===== config.mk =====
export PLATFORM = sky130hd
export DESIGN_NAME = stfis_composer
export DESIGN_NICKNAME = d
export VERILOG_FILES = /design/src/rtl/stfis_pkg.sv /design/src/rtl/stfis_accum.sv /design/src/rtl/stfis_seq.sv /design/src/rtl/stfis_bytegen.sv /design/src/rtl/stfis_composer.sv
export SDC_FILE = /design/constraint.sdc
export NUM_CORES = 1
export LEC_CHECK = 0
export CORE_ASPECT_RATIO = 1.1
export CORE_MARGIN = 4
export CORE_UTILIZATION = 50
export CTS_CLUSTER_DIAMETER = 150
export DETAILED_ROUTE_END_ITERATION = 10
export DONT_BUFFER_PORTS = 1
export PLACE_DENSITY = 0.67
export SLEW_MARGIN = 15
export SYNTH_ARGS = -nofsm -noshare
export SYNTH_HDL_FRONTEND = slang
export SYNTH_SLANG_ARGS = --single-unit

===== constraint.sdc =====
create_clock -name clk -period 3.1 [get_ports clk]
set_input_delay 0.62 -clock clk [delete_from_list [all_inputs] [get_ports clk]]
set_output_delay 0.62 -clock clk [all_outputs]
set_load 0.1 [all_outputs]

===== src/rtl/stfis_pkg.sv =====
package stfis_pkg;

    typedef enum logic [1:0] {
        KIND_REG = 2'd0,
        KIND_PIO = 2'd1,
        KIND_SDB = 2'd2,
        KIND_BAD = 2'd3
    } kind_e;

    localparam int IDX_W     = 5;
    localparam int SLOT_N    = 32;
    localparam int LONG_LEN  = 20;
    localparam int SHORT_LEN = 8;

    localparam logic [7:0] TYPE_REG = 8'h34;
    localparam logic [7:0] TYPE_PIO = 8'h5F;
    localparam logic [7:0] TYPE_SDB = 8'hA1;
    localparam logic [7:0] SDB_STAT_MASK = 8'h77;
    localparam logic [7:0] FLAG_IRQ = 8'h40;

    typedef struct packed {
        kind_e              kind;
        logic [7:0]         status;
        logic [7:0]         error;
        logic [55:0]        addr;
        logic [15:0]        count;
        logic [15:0]        xlen;
        logic               irq;
        logic [SLOT_N-1:0]  payload;
    } snap_t;

    function automatic logic [IDX_W-1:0] frame_len(kind_e k);
        return (k == KIND_SDB) ? IDX_W'(SHORT_LEN) : IDX_W'(LONG_LEN);
    endfunction

    function automatic logic [7:0] type_code(kind_e k);
        case (k)
            KIND_REG: return TYPE_REG;
            KIND_PIO: return TYPE_PIO;
            default:  return TYPE_SDB;
        endcase
    endfunction

    function automatic logic [7:0] short_byte(snap_t s, logic [IDX_W-1:0] i);
        logic [7:0] b;
        case (i)
            5'd0:    b = TYPE_SDB;
            5'd1:    b = s.irq ? FLAG_IRQ : 8'h00;
            5'd2:    b = s.status & SDB_STAT_MASK;
            5'd3:    b = s.error;
            5'd4:    b = s.payload[7:0];
            5'd5:    b = s.payload[15:8];
            5'd6:    b = s.payload[23:16];
            5'd7:    b = s.payload[31:24];
            default: b = 8'h00;
        endcase
        return b;
    endfunction

    function automatic logic [7:0] long_byte(snap_t s, logic [IDX_W-1:0] i);
        logic [7:0] b;
        logic       pio;
        pio = (s.kind == KIND_PIO);
        case (i)
            5'd0:    b = type_code(s.kind);
            5'd1:    b = s.irq ? FLAG_IRQ : 8'h00;
            5'd2:    b = s.status;
            5'd3:    b = s.error;
            5'd4:    b = s.addr[7:0];
            5'd5:    b = s.addr[15:8];
            5'd6:    b = s.addr[23:16];
            5'd7:    b = s.addr[31:24];
            5'd8:    b = s.addr[39:32];
            5'd9:    b = s.addr[47:40];
            5'd10:   b = s.addr[55:48];
            5'd12:   b = s.count[7:0];
            5'd13:   b = s.count[15:8];
            5'd15:   b = pio ? s.status : 8'h00;
            5'd16:   b = pio ? s.xlen[7:0] : 8'h00;
            5'd17:   b = pio ? s.xlen[15:8] : 8'h00;
            default: b = 8'h00;
        endcase
        return b;
    endfunction

endpackage


===== src/rtl/stfis_accum.sv =====
module stfis_accum
    import stfis_pkg::*;
(
    input  logic              clk,
    input  logic              rst,
    input  logic              take,
    input  logic [SLOT_N-1:0] slots_in,
    input  logic              tfd_load,
    input  logic [7:0]        tfd_status,
    input  logic [7:0]        tfd_error,
    output logic [SLOT_N-1:0] mask_next,
    output logic [15:0]       tfd_q
);
    logic [SLOT_N-1:0] mask_q;

    assign mask_next = mask_q | slots_in;

    always_ff @(posedge clk) begin
        if (rst) begin
            mask_q <= '0;
            tfd_q  <= '0;
        end else begin
            if (take) begin
                mask_q <= mask_next;
            end
            if (tfd_load) begin
                tfd_q <= {tfd_error, tfd_status};
            end
        end
    end
endmodule


===== src/rtl/stfis_seq.sv =====
module stfis_seq
    import stfis_pkg::*;
#(
    parameter int AW = 8,
    parameter int REG_OFS = 8'h40,
    parameter int PIO_OFS = 8'h20,
    parameter int SDB_OFS = 8'h58
) (
    input  logic             clk,
    input  logic             rst,
    input  logic             gate_ok,
    input  logic             req_valid,
    input  kind_e            req_kind,
    input  snap_t            snap_in,
    output logic             accept,
    output snap_t            snap_q,
    output logic [IDX_W-1:0] idx,
    output logic             busy,
    output logic             last,
    output logic [AW-1:0]    addr
);
    typedef enum logic {ST_IDLE, ST_EMIT} st_e;

    st_e              st_q;
    logic [IDX_W-1:0] idx_q;
    logic [AW-1:0]    base;

    assign accept = (st_q == ST_IDLE) && req_valid && gate_ok
                    && (req_kind != KIND_BAD);
    assign busy   = (st_q == ST_EMIT);
    assign last   = busy && (idx_q == frame_len(snap_q.kind) - 5'd1);
    assign idx    = idx_q;

    always_comb begin
        case (snap_q.kind)
            KIND_REG: base = AW'(REG_OFS);
            KIND_PIO: base = AW'(PIO_OFS);
            default:  base = AW'(SDB_OFS);
        endcase
    end

    assign addr = base + AW'(idx_q);

    always_ff @(posedge clk) begin
        if (rst) begin
            st_q   <= ST_IDLE;
            idx_q  <= '0;
            snap_q <= '0;
        end else begin
            case (st_q)
                ST_IDLE: begin
                    idx_q <= '0;
                    if (accept) begin
                        snap_q <= snap_in;
                        st_q   <= ST_EMIT;
                    end
                end
                default: begin
                    if (last) begin
                        st_q  <= ST_IDLE;
                        idx_q <= '0;
                    end else begin
                        idx_q <= idx_q + 5'd1;
                    end
                end
            endcase
        end
    end
endmodule


===== src/rtl/stfis_bytegen.sv =====
module stfis_bytegen
    import stfis_pkg::*;
(
    input  snap_t            snap,
    input  logic [IDX_W-1:0] idx,
    output logic [7:0]       data
);
    always_comb begin
        if (snap.kind == KIND_SDB) begin
            data = short_byte(snap, idx);
        end else begin
            data = long_byte(snap, idx);
        end
    end
endmodule


===== src/rtl/stfis_composer.sv =====
module stfis_composer
    import stfis_pkg::*;
#(
    parameter int AW = 8,
    parameter int REG_OFS = 8'h40,
    parameter int PIO_OFS = 8'h20,
    parameter int SDB_OFS = 8'h58
) (
    input  logic          clk,
    input  logic          rst,
    input  logic          rx_enable,
    input  logic          area_valid,
    input  logic          req_valid,
    input  logic [1:0]    req_kind,
    input  logic [7:0]    tf_status,
    input  logic [7:0]    tf_error,
    input  logic [55:0]   tf_addr,
    input  logic [15:0]   cmd_count,
    input  logic [15:0]   xfer_len,
    input  logic          irq_pending,
    input  logic [31:0]   done_slots,
    output logic          busy,
    output logic          wr_en,
    output logic [AW-1:0] wr_addr,
    output logic [7:0]    wr_data,
    output logic          frame_done,
    output logic [15:0]   tfd_word
);
    kind_e            kind_in;
    snap_t            snap_in;
    snap_t            snap_q;
    logic             accept;
    logic             last;
    logic [IDX_W-1:0] idx;
    logic [SLOT_N-1:0] mask_next;

    assign kind_in = kind_e'(req_kind);

    always_comb begin
        snap_in.kind    = kind_in;
        snap_in.status  = tf_status;
        snap_in.error   = tf_error;
        snap_in.addr    = tf_addr;
        snap_in.count   = cmd_count;
        snap_in.xlen    = xfer_len;
        snap_in.irq     = irq_pending;
        snap_in.payload = mask_next;
    end

    stfis_accum u_accum (
        .clk        (clk),
        .rst        (rst),
        .take       (accept && (kind_in == KIND_SDB)),
        .slots_in   (done_slots),
        .tfd_load   (last && (snap_q.kind == KIND_SDB)),
        .tfd_status (snap_q.status),
        .tfd_error  (snap_q.error),
        .mask_next  (mask_next),
        .tfd_q      (tfd_word)
    );

    stfis_seq #(
        .AW(AW), .REG_OFS(REG_OFS), .PIO_OFS(PIO_OFS), .SDB_OFS(SDB_OFS)
    ) u_seq (
        .clk       (clk),
        .rst       (rst),
        .gate_ok   (rx_enable && area_valid),
        .req_valid (req_valid),
        .req_kind  (kind_in),
        .snap_in   (snap_in),
        .accept    (accept),
        .snap_q    (snap_q),
        .idx       (idx),
        .busy      (busy),
        .last      (last),
        .addr      (wr_addr)
    );

    stfis_bytegen u_bytes (
        .snap (snap_q),
        .idx  (idx),
        .data (wr_data)
    );

    assign wr_en      = busy;
    assign frame_done = last;
endmodule


==> results.md <==
* Grt met2 use at 41.5%
* Peak supply drop at about 0.00037 V
* Vias in the first global route at approximately 6900
* Initial antenna violation count at 0
* Worst slack, placed at approximately 0.15 ns
* Worst-path fanout max at 10
* CP arrival at 2.49 ns
* Wire length of the first global-routing pass at approximately 38 mm
* CP Launch Type: register
* Commonest cells after routing, fill and taps aside: nand2_1, dfxtp_1, a21oi_1, nor2_1, nor3_1
* Die Span Y at between 100 and 150 um
* Synth Area per Inst at about 8.1 um^2
* CP Class: register to output port
* Post-route DRC at 0
* Via count at 7214
* Dominant cell type by area after synthesis: dfxtp_1
* DR iter-0 viols at between 600 and 700
* Routability cong. at 0.958
* Final Cycle Share at 100%
* Synth Warn # at 0
* Clk buf depth at 2
* Depth of the worst register-to-register path at 6
* Worst setup EP type: output port
* Mapped Cells at 1010
* Met1 Usage GRT at a little under two fifths
* Design area at 9690 um^2
* Clk Latency, worst-skew pair at 0.43 ns
* Antenna diodes at 0
* DP HPWL at between 15 and 20 mm
* Remaining antenna violation count at 0
* Setup TNS at -0.00924 ns
* Layout Nets at around 1200
* Most common cell after layout, fill and taps aside: nand2_1
* Site row count at 48
* Depth of the CTS H-tree at 4
* Max Slew Vio Count at 0
* Area post-placement at 8640 um^2
* Final hold violations at 0
* Worst R2R Setup Slack at around 0.69 ns
* Finished Core Util at between 60% and 70%
* Clk root buf: clkbuf_16
* Hold depth at 1
* Power per standard cell area at roughly 550 nW/um^2
* Synth cell types at 63
* All-Layer GR Usage at a little over a quarter
* Min Tclk post-route at between 3 and 4 ns
* Area Overhead vs Synth at 18.0%
* Status: finished, violations left
* CTS Buf Count at 17
* Port Buffers at 0
* Setup Skew at approximately 0.0075 ns
* 1st-pass router iterations at 6
* WL final at between 20 and 30 mm
* Sequential area share after synthesis at 47.0%
* CORE AREA at 15900 um^2
* Largest cells by area after synthesis: dfxtp_1, nand2_1, a21oi_1, nor2_1, nor3_1
* Syn nets at 1162
* Die Footprint at 18500 um^2
* Sink Count at 193
* Post-synth top flop: dfxtp_1
* FMAX at between 0.3 and 0.4 GHz
* Yosys reg bits at ~190
* Synth top area share at 47.0%
* Largest net degree at the start of global routing at 190
* TritonCTS clock tree: yes
* Failing checks: negative setup slack
* Final setup vio count at 1
* Async S/R FF share, synth at 0%
* Die width at around 130 um
* PnR worst setup slack at -0.00924 ns
* CTS clock-pin slew for the worst setup and hold paths at around 0.070 ns
* Leak Pwr at roughly 3.6 nW
* Post-synth EDFFs at 0
* Hold Path Class: input port to register
* GR Layer Usage met3 at 6.46%
* Overflow left after global routing at 0
* Total of max-cap violations at 0
* # IOs at around 180
* Share of cells above drive strength 1 at ~17%
* Worst slew pin tran at 1.02 ns
* Via/cell ratio at 5.90
* Slew margin rel. at between 30% and 40%
* Crit path required time at about 2.5 ns
* Unrepaired setup endpoints after global routing: true
* Fillers at 1434
* Netlist Area Pre-Place at slightly above 8000 um^2
* Initial Utilization at 51.6%
* Gr busiest metal: met2
* Drt wl/cell at between 20 and 25 um
-- path summary, 6_finish.rpt --
kind | end | from
max | wr_data[4] | u_seq.idx[1]
min | u_accum.tfd_q[0] | rst
max reg2reg | u_accum.tfd_q[8] | u_seq.idx[2]
min reg2reg | u_seq.snap_q[51] | u_seq.snap_q[51]
-- synthesized netlist by cell type, types with 2 or more instances --
library cell and count:
inv_1 9, nor2_1 96, mux2_2 6, buf_1 2
and3_1 8, a221oi_1 6, nand3b_1 5, and4bb_2 2
xnor2_1 2, a222oi_1 3, dfxtp_1 193, nor3_1 67
clkbuf_1 37, nand2_1 225, a221o_1 6, nor3b_1 2
a21o_1 2, o22ai_1 6, a32oi_1 5, nand3_1 9
a31o_2 2, and2_1 2, buf_6 8, a22oi_1 26
nor2b_1 5, nand2b_1 5, mux2i_1 18, and4bb_1 3
o21ai_0 5, a22o_1 7, buf_2 31, and3b_1 5
a21oi_1 154, buf_4 6, o21a_1 2, ha_1 7
a2111oi_2 2, nand4_1 6
-- kinds of logic (layout without fill, tap and decap cells) --
group                      after synthesis  count (layout)  share of synthesized area [%]
and+or+nand+nor                        452             452                           24.7
AOI/OAI and AO/OA                      235             235                           17.7
DFF                                    193             193                           47.0
buffers and inverters                   93             105                           5.73
muxes                                   25              25                           3.20
adders and majority gates                8               8                           1.31
xor gates and xnor gates                 3               3                          0.320
other                                    1               1                         0.0457
-- routing by layer --
| metal | vias up | share of wire [%] | wire, um |
|---|---|---|---|
| li1 | 3486 | - | - |
| met1 | 3442 | 43 | 10800 |
| met2 | 253 | 47 | 11800 |
| met3 | 33 | 7.7 | 1940 |
| met4 | 0 | 2.0 | 496 |
| met5 | - | 0 | 0 |
-- stage by stage --
step	power, W	hold slack (ns)	std cells
floorplan	0.00290	0.432	1010
finish	0.00531	0.258	1222
global route	0.00548	0.249	1222
detailed placement	0.00298	0.443	1171
global placement	0.00297	0.439	1171
CTS	0.00534	0.244	1213
-- power by group --
group | total, W | internal [W] | switching (W) | leakage, nW
Clock | 0.00238 | 0.00132 | 0.00106 | 0.309
Sequential | 0.00260 | 0.00254 | 0.0000582 | 1.57
Combinational | 0.000333 | 0.000120 | 0.000214 | 1.69
-- worst max-delay path: stages, from the launching register on --
cell and delay [ns]:
dfxtp_4 0.40, inv_2 0.07, ha_4 0.18, and4bb_2 0.26, buf_8 0.16, a22o_1 0.23
a211o_1 0.23, nor3_2 0.20, o22ai_2 0.13, buf_12 0.19
-- cell type report --
type | instances | area [um^2] | area share (%)
Clock buffer | 17 | 425 | 4.39
Clock inverter | 15 | 220 | 2.27
Inverter | 9 | 36.3 | 0.374
Multi-Input combinational cell | 724 | 4210 | 43.5
Sequential cell | 193 | 3880 | 40.1
Tap cell | 200 | 250 | 2.58
Timing Repair Buffer | 64 | 664 | 6.85
-- registers in the layout, summed over array words and instances (netlist names) --
register and cells:
u_accum.tfd_q 16, u_seq.idx 5, u_seq.snap_q 139, u_accum.mask_q 32, u_seq.busy 1
-- repair_timing --
action,4_1_cts,5_1_grt
gates cloned,0,1
gates resized for setup,47,19
pin swaps,23,8
setup endpoints to repair,8,8
hold buffers,0,0
setup buffers,10,9
Power figures use the tool's default switching activity.
